$ cat config.mk
export PLATFORM = sky130hd
export DESIGN_NAME = ser3w_port
export DESIGN_NICKNAME = d
export VERILOG_FILES = /design/src/rtl/ser3w_pkg.sv /design/src/rtl/ser3w_sync.sv /design/src/rtl/ser3w_rx.sv /design/src/rtl/ser3w_tx.sv /design/src/rtl/ser3w_port.sv
export SDC_FILE = /design/constraint.sdc
export NUM_CORES = 1
export LEC_CHECK = 0
export BUFFER_PORTS_ARGS = -buffer_cell sky130_fd_sc_hd__buf_4
export CAP_MARGIN = 40
export CORE_MARGIN = 1
export CORE_UTILIZATION = 30
export CTS_CLUSTER_DIAMETER = 150
export DETAILED_ROUTE_END_ITERATION = 8
export PLACE_DENSITY_LB_ADDON = 0.12
export RECOVER_POWER = 100
export SLEW_MARGIN = 20
export SYNTH_ARGS = -nofsm -noshare
export SYNTH_HDL_FRONTEND = slang
export SYNTH_SLANG_ARGS = --single-unit
$ cat constraint.sdc
create_clock -name clk -period 1.9 [get_ports clk]
set_input_delay 0.38 -clock clk [delete_from_list [all_inputs] [get_ports clk]]
set_output_delay 0.38 -clock clk [all_outputs]
set_load 0.02 [all_outputs]
$ cat src/rtl/ser3w_pkg.sv
// Shared types and address codes for the three-wire control port.
// Assumes addresses are compared in arrival order, first bit as MSB.
package ser3w_pkg;

    typedef enum logic [1:0] {
        MODE_IDLE = 2'd0,
        MODE_WR1  = 2'd1,
        MODE_WR2  = 2'd2,
        MODE_RD   = 2'd3
    } ser_mode_e;

    localparam logic [7:0] ADDR_WR1 = 8'b0001_0100;
    localparam logic [7:0] ADDR_WR2 = 8'b1001_0100;
    localparam logic [7:0] ADDR_RD  = 8'b0101_0100;

    // Map a received address onto a mode; unknown codes give idle.
    function automatic ser_mode_e decode_addr(input logic [7:0] a);
        case (a)
            ADDR_WR1: decode_addr = MODE_WR1;
            ADDR_WR2: decode_addr = MODE_WR2;
            ADDR_RD:  decode_addr = MODE_RD;
            default:  decode_addr = MODE_IDLE;
        endcase
    endfunction

endpackage

$ cat src/rtl/ser3w_sync.sv
// Brings enable, clock and data into the system clock domain through a
// chain of STAGES flops and derives edge pulses for enable and clock.
// Assumes the host holds each level for at least 8 system clocks, so
// no edge is missed and the three lines keep their relative order.
module ser3w_sync #(
    parameter int STAGES = 2
) (
    input  logic clk,
    input  logic rst_n,
    input  logic ce_i,
    input  logic cl_i,
    input  logic di_i,
    output logic ce_s,
    output logic di_s,
    output logic ce_rise,
    output logic ce_fall,
    output logic cl_rise
);
    // bit 2 = enable, bit 1 = clock, bit 0 = data
    logic [2:0] stage_q [STAGES];
    logic [1:0] prev_q;

    genvar g;
    generate
        for (g = 0; g < STAGES; g++) begin : g_stage
            if (g == 0) begin : g_first
                // First flop samples the raw pins
                always_ff @(posedge clk) begin
                    if (!rst_n) stage_q[0] <= 3'b000;
                    else        stage_q[0] <= {ce_i, cl_i, di_i};
                end
            end else begin : g_next
                // Later flops pass the sample along the chain
                always_ff @(posedge clk) begin
                    if (!rst_n) stage_q[g] <= 3'b000;
                    else        stage_q[g] <= stage_q[g-1];
                end
            end
        end
    endgenerate

    // Remember last synchronized enable and clock for edge detection
    always_ff @(posedge clk) begin
        if (!rst_n) prev_q <= 2'b00;
        else        prev_q <= stage_q[STAGES-1][2:1];
    end

    assign ce_s    = stage_q[STAGES-1][2];
    assign di_s    = stage_q[STAGES-1][0];
    assign ce_rise =  stage_q[STAGES-1][2] & ~prev_q[1];
    assign ce_fall = ~stage_q[STAGES-1][2] &  prev_q[1];
    assign cl_rise =  stage_q[STAGES-1][1] & ~prev_q[0];

endmodule

$ cat src/rtl/ser3w_rx.sv
// Receive side: gathers the address while enable is low, picks the mode
// on the enable rising edge, stages write data and commits it to the
// holding registers on the enable falling edge.
// Assumes synchronized inputs and single-cycle edge pulses.
module ser3w_rx
    import ser3w_pkg::*;
#(
    parameter int WR_W = 24
) (
    input  logic            clk,
    input  logic            rst_n,
    input  logic            ce_s,
    input  logic            di_s,
    input  logic            ce_rise,
    input  logic            ce_fall,
    input  logic            cl_rise,
    output ser_mode_e       mode_q,
    output logic [WR_W-1:0] word1_q,
    output logic [WR_W-1:0] word2_q
);
    logic [7:0]      addr_q;
    logic [WR_W-1:0] stage_q;
    logic            wr_active;

    assign wr_active = (mode_q == MODE_WR1) || (mode_q == MODE_WR2);

    // Shift address bits in while enable is low; only the last 8 count
    always_ff @(posedge clk) begin
        if (!rst_n)                 addr_q <= 8'h00;
        else if (cl_rise && !ce_s)  addr_q <= {addr_q[6:0], di_s};
    end

    // Mode set on enable rise, cleared on enable fall
    always_ff @(posedge clk) begin
        if (!rst_n)       mode_q <= MODE_IDLE;
        else if (ce_rise) mode_q <= decode_addr(addr_q);
        else if (ce_fall) mode_q <= MODE_IDLE;
    end

    // Staging register: first data bit travels down to bit 0
    always_ff @(posedge clk) begin
        if (!rst_n)                              stage_q <= '0;
        else if (ce_rise)                        stage_q <= '0;
        else if (cl_rise && ce_s && wr_active)   stage_q <= {di_s, stage_q[WR_W-1:1]};
    end

    // Commit staged word to the selected holding register at enable fall
    always_ff @(posedge clk) begin
        if (!rst_n) begin
            word1_q <= '0;
            word2_q <= '0;
        end else if (ce_fall) begin
            if (mode_q == MODE_WR1) word1_q <= stage_q;
            if (mode_q == MODE_WR2) word2_q <= stage_q;
        end
    end

endmodule

$ cat src/rtl/ser3w_tx.sv
// Transmit side: snapshots the status word at every enable rise and, in
// read mode, shifts it out MSB first after each serial clock rise.
// Assumes the mode input changes on the same edge as the snapshot.
module ser3w_tx
    import ser3w_pkg::*;
#(
    parameter int CNT_W = 20,
    localparam int RD_W = CNT_W + 4
) (
    input  logic             clk,
    input  logic             rst_n,
    input  logic             ce_s,
    input  logic             ce_rise,
    input  logic             cl_rise,
    input  ser_mode_e        mode_q,
    input  logic             st_ind,
    input  logic             sd_ind,
    input  logic             locked,
    input  logic [CNT_W-1:0] count,
    output logic             do_low
);
    logic [RD_W-1:0] out_q;

    // Capture on entry, then shift with ones filling (released line)
    always_ff @(posedge clk) begin
        if (!rst_n)
            out_q <= '1;
        else if (ce_rise)
            out_q <= {st_ind, sd_ind, 1'b0, locked, count};
        else if (cl_rise && ce_s && mode_q == MODE_RD)
            out_q <= {out_q[RD_W-2:0], 1'b1};
    end

    assign do_low = (mode_q == MODE_RD) && !out_q[RD_W-1];

endmodule

$ cat src/rtl/ser3w_port.sv
// Top of the three-wire tuner control port: synchronizer, receive path
// with two holding registers, and status transmit path.
// Assumes the system clock runs at least 8 times faster than the
// shortest serial interval.
module ser3w_port
    import ser3w_pkg::*;
#(
    parameter int WR_W        = 24,
    parameter int CNT_W       = 20,
    parameter int SYNC_STAGES = 2
) (
    input  logic             clk,
    input  logic             rst_n,
    input  logic             ce_i,
    input  logic             cl_i,
    input  logic             di_i,
    input  logic             st_ind_i,
    input  logic             sd_ind_i,
    input  logic             locked_i,
    input  logic [CNT_W-1:0] if_count_i,
    output logic [WR_W-1:0]  wr_word1_o,
    output logic [WR_W-1:0]  wr_word2_o,
    output logic             do_low_o
);
    logic      ce_s, di_s, ce_rise, ce_fall, cl_rise;
    ser_mode_e mode_q;

    ser3w_sync #(.STAGES(SYNC_STAGES)) u_sync (
        .clk     (clk),
        .rst_n   (rst_n),
        .ce_i    (ce_i),
        .cl_i    (cl_i),
        .di_i    (di_i),
        .ce_s    (ce_s),
        .di_s    (di_s),
        .ce_rise (ce_rise),
        .ce_fall (ce_fall),
        .cl_rise (cl_rise)
    );

    ser3w_rx #(.WR_W(WR_W)) u_rx (
        .clk     (clk),
        .rst_n   (rst_n),
        .ce_s    (ce_s),
        .di_s    (di_s),
        .ce_rise (ce_rise),
        .ce_fall (ce_fall),
        .cl_rise (cl_rise),
        .mode_q  (mode_q),
        .word1_q (wr_word1_o),
        .word2_q (wr_word2_o)
    );

    ser3w_tx #(.CNT_W(CNT_W)) u_tx (
        .clk     (clk),
        .rst_n   (rst_n),
        .ce_s    (ce_s),
        .ce_rise (ce_rise),
        .cl_rise (cl_rise),
        .mode_q  (mode_q),
        .st_ind  (st_ind_i),
        .sd_ind  (sd_ind_i),
        .locked  (locked_i),
        .count   (if_count_i),
        .do_low  (do_low_o)
    );

endmodule

== Word level (Yosys, flattened, before mapping) ==
Memories as Yosys holds them, arrays and structs flattened.
Cells that the tools add are included.

* Equality and inequality tests: 6
* Muxes and demuxes: 9
* Bitwise logic cells: 9
* Reduce and logical (&&, ||, !) cells: 13

{| class="wikitable"
|+ Operators with widths
! kind !! number
|-
| 2-to-1 mux 24 bit || 2
|-
| == test 8 x 5 -> 1 bit (second input constant) || 1
|-
| == test 8 x 7 -> 1 bit (second input constant) || 1
|-
| == test 8 bit (second input constant) || 1
|-
| 2-to-1 mux 3 bit || 2
|-
| case mux 2 bit (3 select lines) || 1
|-
| logical AND 1 bit || 5
|-
| == test 2 bit (second input constant) || 2
|-
| 2-to-1 mux 2 bit || 2
|-
| inverter 1 bit || 4
|-
| AND reduction 2 bit || 2
|-
| nonzero test 2 bit || 2
|-
| AND 1 bit || 3
|-
| == test 2 x 1 -> 1 bit (second input constant) || 1
|-
| zero test 1 bit || 2
|-
| 2-to-1 mux 1 bit || 2
|-
| bitwise OR 1 bit || 2
|-
| OR reduction 2 bit || 1
|-
| logical OR 1 bit || 1
|}

* Register bits after elaboration: 108
* RAM bits: 6
* Input port bits: 28
* Output and inout bits: 49
* Word-level logic and storage cells: 45
* Memories kept: 1

{| class="wikitable"
|+ Memory list
! name !! depth !! bits a word !! read ports !! clocked after Yosys merged registers in !! wr ports !! line !! RTL
|-
| u_sync.stage_q || 2 || 3 || 2 || 0 || 2 || ser3w_sync.sv:20 || <nowiki>logic [2:0] stage_q [STAGES];</nowiki>
|}

== Longest topological paths before layout ==
Gate-level depths: netlist of the first run.

* Depth in word-level cells: 6
* Depth in mapped cells: 7
* Mapped depth without buffers: 5

== Cells and area by module ==
Synthesis of the first run repeated with hierarchy kept, for this count alone.

* Cells, all modules: 518
* Area total of the unflattened synthesis: 4,599.4 µm²

{| class="wikitable"
|+ By module, submodules not included
! module !! times used !! cells an instance !! area each (µm²) !! seq. area each (µm²)
|-
| ser3w_rx || 1 || 368 || 3,089.2 || 1,641.6
|-
| ser3w_tx || 1 || 131 || 1,281.2 || 480.5
|-
| ser3w_sync || 1 || 19 || 229.0 || 160.2
|}

== Worst setup path before layout of the first run ==
No wires, ideal clock.

* Path type: reg2reg
* Start: register u_rx.mode_q[0]
* End: register u_rx.stage_q[0]
* Setup time: 0.070 ns
* Arrival time: 1.387 ns
* Data required time: 1.830 ns
* Path slack: 0.442 ns
* Stages on the path, launching flop included: 8
* Path buffers: 2
* Clock period less this slack: 1.458 ns
* Cells stage by stage: dfxtp_1 -> inv_1 -> ha_1 -> and4bb_1 -> buf_2 -> buf_2 -> nand2_1 -> a21oi_1

* Word-level cells in the longest chain between the ends: 3
* Elaborated cells between the ends (all ways): 4
* Classes of those cells: eq/ne (2); reduce/logical (2)

{| class="wikitable"
|+ RTL lines
! element !! line !! RTL
|-
| start: declaration || ser3w_rx.sv:17 || <nowiki>output ser_mode_e mode_q,</nowiki>
|-
| start signal: assignment || ser3w_rx.sv:36 || <nowiki>else if (ce_rise) mode_q <= decode_addr(addr_q);</nowiki>
|-
| == test 2 x 1 -> 1 bit / == test 2 bit (equally long branches) || ser3w_rx.sv:25 || <nowiki>assign wr_active = (mode_q == MODE_WR1) || (mode_q == MODE_WR2);</nowiki>
|-
| logical OR 1 bit * || ser3w_rx.sv:25 ||
|-
| logical AND 1 bit * || ser3w_rx.sv:44 || <nowiki>else if (cl_rise && ce_s && wr_active) stage_q <= {di_s, stage_q[WR_W-1:1]};</nowiki>
|-
| end signal: assignment || ser3w_rx.sv:44 ||
|-
| end: declaration || ser3w_rx.sv:22 || <nowiki>logic [WR_W-1:0] stage_q;</nowiki>
|}

Every way passes the cells marked *; elsewhere a longest branch is shown, timed or not.
A chain may end at the register's enable or synchronous reset.

== Final worst setup path of the first run ==
* Start: register u_rx.mode_q[0]
* End: output do_low_o

* Word-level cells in the longest chain between the ends: 2

{| class="wikitable"
|+ RTL lines
! element !! line !! RTL
|-
| == test 2 bit || ser3w_tx.sv:34 || <nowiki>assign do_low = (mode_q == MODE_RD) && !out_q[RD_W-1];</nowiki>
|-
| logical AND 1 bit || ser3w_tx.sv:34 ||
|-
| end: declaration || ser3w_port.sv:23 || <nowiki>output logic do_low_o</nowiki>
|}

Every way passes these cells.

==> flow_metrics.tcl, run 1 <==
set metrics [dict create \
    outcome "finished, violations left" \
    failed_checks "design-rule violations" \
    fmax_mhz 574 \
    fin_tns_setup_ns 0 \
    p_total_mw 5.89 \
    clkTransAtPathRegs_ns 0.05 \
    clockBufferDepth 2 \
    wl_met3_um 452 \
    whs_ns 0.180 \
    rsz0062_at_grt "no" \
    powerDensity_mw_per_mm2 1030 \
    synth_seq_cells 114 \
    post-place-ws_ns 0.299 \
    peakVddDrop_mv 0.569 \
    initial_core_util_pct 31.1 \
    io_buffers 76 \
    finalSetupViolCount 0 \
    postSynthCellCount 516 \
    cts_root_buf "clkbuf_16" \
    hp-class "primary input to flip-flop" \
    vias_per_cell 4.63 \
    ys_types 36 \
    dr_wl_met2_um 4690 \
    maxCapViolCount 0 \
    drt_wl_total_um 10200 \
    synth_area_mm2 0.00457 \
    async_flop_share_pct 0 \
    cts_made_buffers 17 \
    wl_met1_um 4910 \
    synth_common_cells "nand2_1 (149), dfxtp_1 (114), a21boi_0 (31), a21oi_1 (24), clkbuf_1 (21)" \
    setup_slack_ns 0.158 \
    grt_use_total_pct 14.0 \
    ctsHoldBuffers 0 \
    htree_levels 4 \
    period_share_pct 91.7 \
    clock-sinks 114 \
    place.gp.congestion 0.710 \
    cp.required_ns 1.52 \
    synth_top_cell_area_share_pct 50.0 \
    placed_area_mm2 0.00533 \
    syn_area_per_cell_um2 8.85 \
    drt_iter0_drc 220 \
    vias 3618 \
    critPathKind "flip-flop to output pin" \
    path_max_fanout 4 \
    layout_min_cycle_time_ns 1.74 \
    max_slew_margin_pct 43.7 \
    die_w_um 125 \
    drive_above_1_share_pct 12.4 \
    num_rows 44 \
    drc_errors 10 \
    area.growth.synth_to_final_pct 25.0 \
    start_kind "flip-flop" \
    insertion_delay_ns 0.40 \
    cp-end-kind "output pin" \
    synth-main-ff-cell "dfxtp_1" \
    grt_max_degree 52 \
    highest_layer "met4" \
    crit_arrival_ns 1.36 \
    hold_viol_final 0 \
    synth_most_common_cell "nand2_1" \
    grt_pass1_vias 3486 \
    antenna_found_initial 0 \
    dp_hpwl_um 6690 \
    synth-edff-count 0 \
    slew_violations 0 \
    cts_resized 0 \
    yosys-top-cells-area "dfxtp_1 (50%), nand2_1 (12%), a21boi_0 (5.1%)" \
    cts_tree "built" \
    max_slew.worst_pin.slew_ns 0.844 \
    post_cts_buffers 0 \
    grt_pass1_wl_um 17400 \
    ys_seq_area_share_pct 50.0 \
    pin_count 77 \
    design_area_mm2 0.00571 \
    ant_nets 0 \
    die-height_um 125 \
    wl_per_cell_um 13.1 \
    finClkSkew_ns 0.00420 \
    synth_largest_area_cell "dfxtp_1" \
    synth_nets 549 \
    diodes 0 \
    dieArea_mm2 0.0157 \
    leakagePower_nw 2.01 \
    ys_warn_count 0 \
    core-area_mm2 0.0147 \
    num-nets-final 618 \
    dr.pass1.iters 9 \
    grt_overflow 0 \
]
-- sequential cells by signal, summed over array words and instances (netlist names) --
register / cells
u_rx.stage_q: 24
u_rx.addr_q: 8
u_rx.word1_q: 24
u_rx.mode_q: 2
u_rx.word2_q: 24
u_sync.prev_q: 2
u_tx.out_q: 24
u_sync.stage_q: 6
-- per-layer routing --
layer / vias to the layer above / global-route usage (%)
met5: - / 0
met4: 0 / 6.24
met3: 11 / 4.49
met2: 71 / 22.3
met1: 1673 / 17.4
li1: 1863 / -
-- critical path, stage by stage, from the launching register on --
cell	delay [ns]
dfxtp_1	0.38
ha_1	0.21
nor2b_1	0.18
clkbuf_2	0.19
-- power by group --
part           switching (mW)  internal [mW]  leakage, nW
sequential             0.0103           2.42        0.922
combinational          0.0834         0.0934        0.783
clock                    1.07           2.21        0.303
total                    1.17           4.72         2.01
-- cell type report --
cell class | instances | area (um2)
Tap cell | 184 | 230
Sequential cell | 114 | 2280
Clock buffer | 20 | 447
Inverter | 14 | 52.6
Clock inverter | 12 | 163
Timing Repair Buffer | 93 | 531
Fill cell | 1519 | 8990
Multi-Input combinational cell | 345 | 2010
-- through the flow --
stage / utilization, % / std cells
floorplan: - / 516
global placement: 36.1 / 748
detailed placement: 36.3 / 750
CTS: 40.4 / 782
global route: 38.8 / 782
finish: 38.8 / 782
-- path summary, 6_finish.rpt --
path         slack [ns]            startpoint  depth (start not counted)              endpoint
max                0.16        u_rx.mode_q[0]                          3              do_low_o
min                0.18                  cl_i                          2  u_sync.stage_q[0][1]
max reg2reg        0.20        u_rx.mode_q[0]                          6      u_rx.stage_q[19]
min reg2reg        0.42  u_sync.stage_q[0][0]                          1  u_sync.stage_q[1][0]
-- cell usage in the layout (no fill, tap or decap), drive strengths merged, types with 2 or more instances in the layout --
| master | instances |
|---|---|
| mux2 | 10 |
| bufinv | 4 |
| ha | 5 |
| mux2i | 9 |
| nor3b | 16 |
| dfxtp | 114 |
| nand3 | 2 |
| and3 | 2 |
| o21ai | 4 |
| a31oi | 10 |
| clkinv | 7 |
| clkbuf | 75 |
| a21oi | 24 |
| nand2 | 149 |
| a221oi | 8 |
| a211oi | 2 |
| buf | 38 |
| a21boi | 48 |
| and2 | 10 |
| nor4b | 11 |
| inv | 14 |
| nand2b | 2 |
| a311oi | 2 |
| nor2b | 18 |
| nor2 | 6 |
-- cell families after synthesis --
group	Yosys count	synth area share (%)
AOI/OAI and AO/OA	98	14.6
buffers and inverters	57	5.53
adders and majority gates	5	1.37
and+or+nand+nor	222	23.3
DFF	114	50.0
muxes	19	5.01
xor gates and xnor gates	1	0.192
No activity file was read; power rests on OpenSTA's default activity.
==> inputs of run 2 (changes only) <==
--- a/config.mk
+++ b/config.mk
@@ -7,4 +7,5 @@
 export LEC_CHECK = 0
+export ABC_AREA = 1
 export BUFFER_PORTS_ARGS = -buffer_cell sky130_fd_sc_hd__buf_4
-export CAP_MARGIN = 40
+export CAP_MARGIN = 10
 export CORE_MARGIN = 1
--- a/constraint.sdc
+++ b/constraint.sdc
@@ -3,2 +3,2 @@
 set_output_delay 0.38 -clock clk [all_outputs]
-set_load 0.02 [all_outputs]
+set_load 0.01 [all_outputs]
==> flow_metrics.tcl, run 2 <==
set metrics [dict create \
    drive_above_1_share_pct 11.8 \
    slew_violations 0 \
    die-height_um 123 \
    die_w_um 123 \
    synth-main-ff-cell "dfxtp_1" \
    hold_viol_final 0 \
    slowest_stage "dfxtp_1" \
    fin_tns_setup_ns 0 \
    whs_ns 0.151 \
    antenna_found_initial 0 \
    htree_levels 4 \
    ys_warn_count 0 \
    grt_max_degree 35 \
    hp-class "primary input to flip-flop" \
    drt_wl_total_um 10200 \
    yosys-top-cells-area "dfxtp_1 (52%), nor2_1 (13%), o21ai_0 (7.7%)" \
    cp-end-kind "output pin" \
    core-area_mm2 0.0141 \
    leakagePower_nw 2.41 \
    cts_root_buf "clkbuf_16" \
    grt_use_total_pct 14.6 \
    p_total_mw 6.12 \
    ctsHoldBuffers 0 \
    clockBufferDepth 2 \
    synth_most_common_cell "nor2_1" \
    fmax_mhz 564 \
    synth_common_cells "nor2_1 (147), dfxtp_1 (114), o21ai_0 (68), nand2_1 (65), inv_1 (42)" \
    dr.pass1.iters 4 \
    nFillCells 1523 \
    initial_core_util_pct 31.3 \
    drc_errors 0 \
    grt_pass1_wl_um 16900 \
    cts_tree "built" \
    vias 3762 \
    critPathKind "flip-flop to output pin" \
    vias_per_cell 4.46 \
    finClkSkew_ns 0.00707 \
    finalSetupViolCount 0 \
    ys_types 22 \
    pin_count 77 \
    area.growth.synth_to_final_pct 25.1 \
    syn_area_per_cell_um2 7.69 \
    num-nets-final 683 \
    synth-edff-count 0 \
    peakVddDrop_mv 0.519 \
    ys_seq_area_share_pct 51.8 \
    powerDensity_mw_per_mm2 1110 \
    cp.required_ns 1.52 \
    synth_largest_area_cell "dfxtp_1" \
    max_slew.worst_pin.slew_ns 0.603 \
    slowest_delay_ns 0.39 \
    insertion_delay_ns 0.41 \
    start_kind "flip-flop" \
    period_share_pct 93.3 \
    clock-sinks 114 \
    grt_pass1_vias 3536 \
    post_cts_buffers 0 \
    crit_arrival_ns 1.39 \
    async_flop_share_pct 0 \
    cts_resized 0 \
    layout_min_cycle_time_ns 1.77 \
    mostFrequentLayoutCells "nor2_1 (149), dfxtp_1 (114), o21ai_0 (75)" \
    rsz0062_at_grt "no" \
    clkTransAtPathRegs_ns 0.05 \
    postSynthCellCount 573 \
    maxCapViolCount 0 \
    io_buffers 76 \
    dp_hpwl_um 6850 \
    diodes 0 \
    final_common_cell "nor2_1" \
    path_max_fanout 4 \
    synth_nets 606 \
    ant_nets 0 \
    place.gp.congestion 0.780 \
    synth_top_cell_area_share_pct 51.8 \
    drt_iter0_drc 210 \
    num_rows 43 \
    crit_chain "ha_1, inv_1, nor2_1, clkbuf_1" \
    dieArea_mm2 0.0152 \
    max_slew_margin_pct 59.7 \
    grt_overflow 0 \
    outcome "finished clean" \
    synth_seq_cells 114 \
    synth_area_mm2 0.00441 \
    wl_per_cell_um 12.1 \
    cts_made_buffers 17 \
]
## run 2: cell types whose count changed after synthesis, sizes merged, moves of 11 or more
cell | previous run | this run
nor3b | 16 | 0
a21boi | 48 | 0
nor2b | 18 | 0
nand3 | 2 | 25
inv | 14 | 46
o21ai | 4 | 81
nand2 | 149 | 69
nor2 | 6 | 150
a21oi | 24 | 40
nor4b | 11 | 0
## run 2: logic make-up after synthesis
| family | Yosys count | synth area share, % |
|---|---|---|
| and+or+nand+nor | 244 | 22.3 |
| adders and majority gates | 5 | 1.42 |
| AOI/OAI and AO/OA | 128 | 15.7 |
| buffers and inverters | 82 | 8.77 |
| DFF | 114 | 51.8 |
## run 2: worst paths after layout
check	start	to	slack [ns]	cells past startpoint
setup reg to reg	u_rx.mode_q[0]	u_rx.stage_q[21]	0.20	8
hold / removal	di_i	u_sync.stage_q[0][0]	0.15	3
setup / recovery	u_rx.mode_q[0]	do_low_o	0.13	4
hold reg to reg	u_sync.stage_q[0][1]	u_sync.stage_q[1][1]	0.41	2
## run 2: critical path, delay by kind of cell (launching register included)
kind                     cells  cell delay (ns)
adder cells (fa/ha/maj)      1             0.23
buffers and inverters        2             0.23
flip-flops                   1             0.39
AND/OR/NAND/NOR              1             0.14
## run 2: layer usage
| layer | global-route usage [%] | share of wire, % | vias up |
|---|---|---|---|
| met3 | 4.20 | 4.8 | 14 |
| met4 | 7.15 | 1.9 | 0 |
| met1 | 19.2 | 52 | 1681 |
| li1 | - | - | 1990 |
| met5 | 0 | 0 | - |
| met2 | 21.7 | 41 | 77 |
## run 2: final cells by class
type,count,area (um2),area share [%]
clock buffers,24,502,9.09
clock inverters,8,148,2.68
inverters,48,180,3.27
multi-input cells,377,1700,30.7
flip-flops and latches,114,2280,41.4
well taps,180,225,4.08
repair buffers,92,485,8.80
## run 2: through the flow
stage | cells | setup slack, ns | cell area (um2) | util [%]
floorplan | 573 | 0.514 | 4410 | -
global placement | 811 | 0.337 | 5130 | 36.4
detailed placement | 811 | 0.312 | 5130 | 36.4
CTS | 843 | 0.118 | 5780 | 41.0
global route | 843 | 0.0335 | 5520 | 39.1
finish | 843 | 0.127 | 5520 | 39.1
## run 2: power by group
part	leakage, nW	switching (mW)	internal (mW)
Clock	0.309	1.06	2.37
Sequential	0.924	0.0153	2.43
Combinational	1.18	0.143	0.104
==> inputs of run 3 (changes only) <==
CTS_BUF_LIST = sky130_fd_sc_hd__clkbuf_4   (was default)
==> flow_metrics.tcl, run 3 (synthesis results as in run 2) <==
set metrics [dict create \
    clockBufferDepth 2 \
    cts_made_buffers 17 \
    met1_usage_pct 19.0 \
    dieArea_mm2 0.0152 \
    wl_per_cell_um 12.0 \
    crit_arrival_ns 1.40 \
    rsz0062_at_grt "no" \
    pin_count 77 \
    die-height_um 123 \
    cts_tree "built" \
    slew_violations 0 \
    outcome "finished clean" \
    p_clk_share_pct 41.8 \
    antenna_found_initial 0 \
    diodes 0 \
    drc_errors 0 \
    path_max_fanout 4 \
    start_kind "flip-flop" \
    vias 3771 \
    die_w_um 123 \
    max_slew.worst_pin.slew_ns 1.22 \
    grt_use_met2_pct 21.6 \
    dp_hpwl_um 6850 \
    peakVddDrop_mv 0.360 \
    pwr-share-seq_pct 52.7 \
    path_delay_family "flip-flops" \
    mostFrequentLayoutCells "nor2_1 (147), dfxtp_1 (112), o21ai_0 (74)" \
    layout_min_cycle_time_ns 1.78 \
    initial_core_util_pct 31.3 \
    crit-reg2reg-capture "u_tx.out_q[9]" \
    worstSetupEndpoint "do_low_o" \
    grt_use_total_pct 14.5 \
    worstRegToRegCells 6 \
    final_core_util_pct 37.1 \
    core-area_mm2 0.0141 \
    area.growth.synth_to_final_pct 18.7 \
    crit_cells 4 \
    finalSetupViolCount 0 \
    grt_pass1_vias 3532 \
    grt_overflow 0 \
    fmax_mhz 561 \
    grt_pass1_wl_um 16800 \
    insertion_delay_ns 0.52 \
    drt_wl_total_um 10200 \
    path_buf_inv 2 \
    ff2ff_setup_slack_ns 0.19 \
    num_rows 43 \
    fin_tns_setup_ns 0 \
    dr.pass1.iters 4 \
    drt_iter0_drc 223 \
    slowest_stage "dfxtp_2" \
    swShare_pct 22.7 \
    maxCapViolCount 0 \
    clkTransAtPathRegs_ns 0.10 \
    htree_levels 4 \
    grtUsageMet3_pct 4.34 \
    hp-class "primary input to flip-flop" \
    max_slew_margin_pct 18.4 \
    p_switching_mw 1.05 \
    period_share_pct 93.8 \
    critPathKind "flip-flop to output pin" \
    p_total_mw 4.64 \
    num-nets-final 687 \
    combPwrFrac_pct 5.5 \
    powerDensity_mw_per_mm2 886 \
    reg2reg_from "u_rx.mode_q[0]" \
    busiest_layer "met2" \
    drive_above_1_share_pct 12.6 \
    vias_per_cell 4.45 \
    p_int_mw 3.58 \
    grt_max_degree 35 \
    hold_viol_final 0 \
    nFillCells 1569 \
    cp-end-kind "output pin" \
    final_common_cell "nor2_1" \
    slowest_delay_ns 0.37 \
    io_buffers 76 \
    cp.required_ns 1.52 \
    leakagePower_nw 2.27 \
    cp-startpoint "u_rx.mode_q[0]" \
    post_cts_buffers 0 \
    place.gp.congestion 0.780 \
    cts_root_buf "clkbuf_4" \
    crit_chain "ha_2, inv_1, nor2_2, clkbuf_2" \
    clock-sinks 114 \
    finClkSkew_ns 0.0113 \
    ant_nets 0 \
]
==> run 3: worst min path at each step <==
| stage | start | endpoint | slack, ns | cells after the start |
|---|---|---|---|---|
| 6_report | if_count_i[16] | u_tx.out_q[16] | 0.07 | 3 |
| 5_1_grt | if_count_i[16] | u_tx.out_q[16] | 0.03 | 3 |
| 4_1_cts | if_count_i[11] | u_tx.out_q[11] | 0.005 | 3 |
| 3_5_place_dp | u_sync.stage_q[0][1] | u_sync.stage_q[1][1] | 0.40 | 2 |
| 3_3_place_gp | u_sync.stage_q[0][1] | u_sync.stage_q[1][1] | 0.40 | 2 |
| 2_1_floorplan | u_sync.stage_q[0][0] | u_sync.stage_q[1][0] | 0.39 | 2 |
==> run 3: area by class of cell <==
type | instances | area (um2) | share of cell area [%]
Inverter | 48 | 180 | 3.44
Timing Repair Buffer | 96 | 517 | 9.87
Sequential cell | 114 | 2280 | 43.7
Multi-Input combinational cell | 377 | 1720 | 32.8
Tap cell | 180 | 225 | 4.30
Clock inverter | 13 | 166 | 3.18
Clock buffer | 19 | 143 | 2.73
==> run 3: timing repair <==
item	CTS	global route
hold buffers	4	0
endpoints found under the hold margin	4	0
resized for setup	3	1
endpoints found under the setup margin	1	1
==> run 3: power by group through the flow <==
| stage | combinational [mW] | clock [mW] | sequential [mW] |
|---|---|---|---|
| after global routing | 0.294 | 2.13 | 2.45 |
| after detailed placement | 0.256 | 0 | 2.50 |
| after CTS | 0.264 | 2.03 | 2.44 |
| final | 0.255 | 1.94 | 2.44 |
| after global placement | 0.254 | 0 | 2.50 |
| after floorplan | 0.179 | 0 | 2.49 |
==> run 3: through the flow <==
| stage | hold WS [ns] | std cells | cell area [um2] | setup slack [ns] |
|---|---|---|---|---|
| after floorplan | 0.390 | 573 | 4410 | 0.514 |
| after global placement | 0.401 | 811 | 5130 | 0.337 |
| after detailed placement | 0.403 | 811 | 5130 | 0.312 |
| after CTS | 0.00510 | 847 | 5490 | 0.0214 |
| after global routing | 0.0328 | 847 | 5230 | 0.0232 |
| final | 0.0709 | 847 | 5230 | 0.118 |
==> run 3: worst min-delay path: cells and delay by family <==
| kind | cells | cell delay, ns |
|---|---|---|
| simple gates | 1 | 0.06 |
| compound gates | 1 | 0.05 |
| buf+inv | 1 | 0.07 |
==> run 3: routing by layer <==
metal,up-vias,share of wire (%)
li1,1996,-
met1,1675,52
met2,84,41
met3,16,5.1
met4,0,2.0
met5,-,0
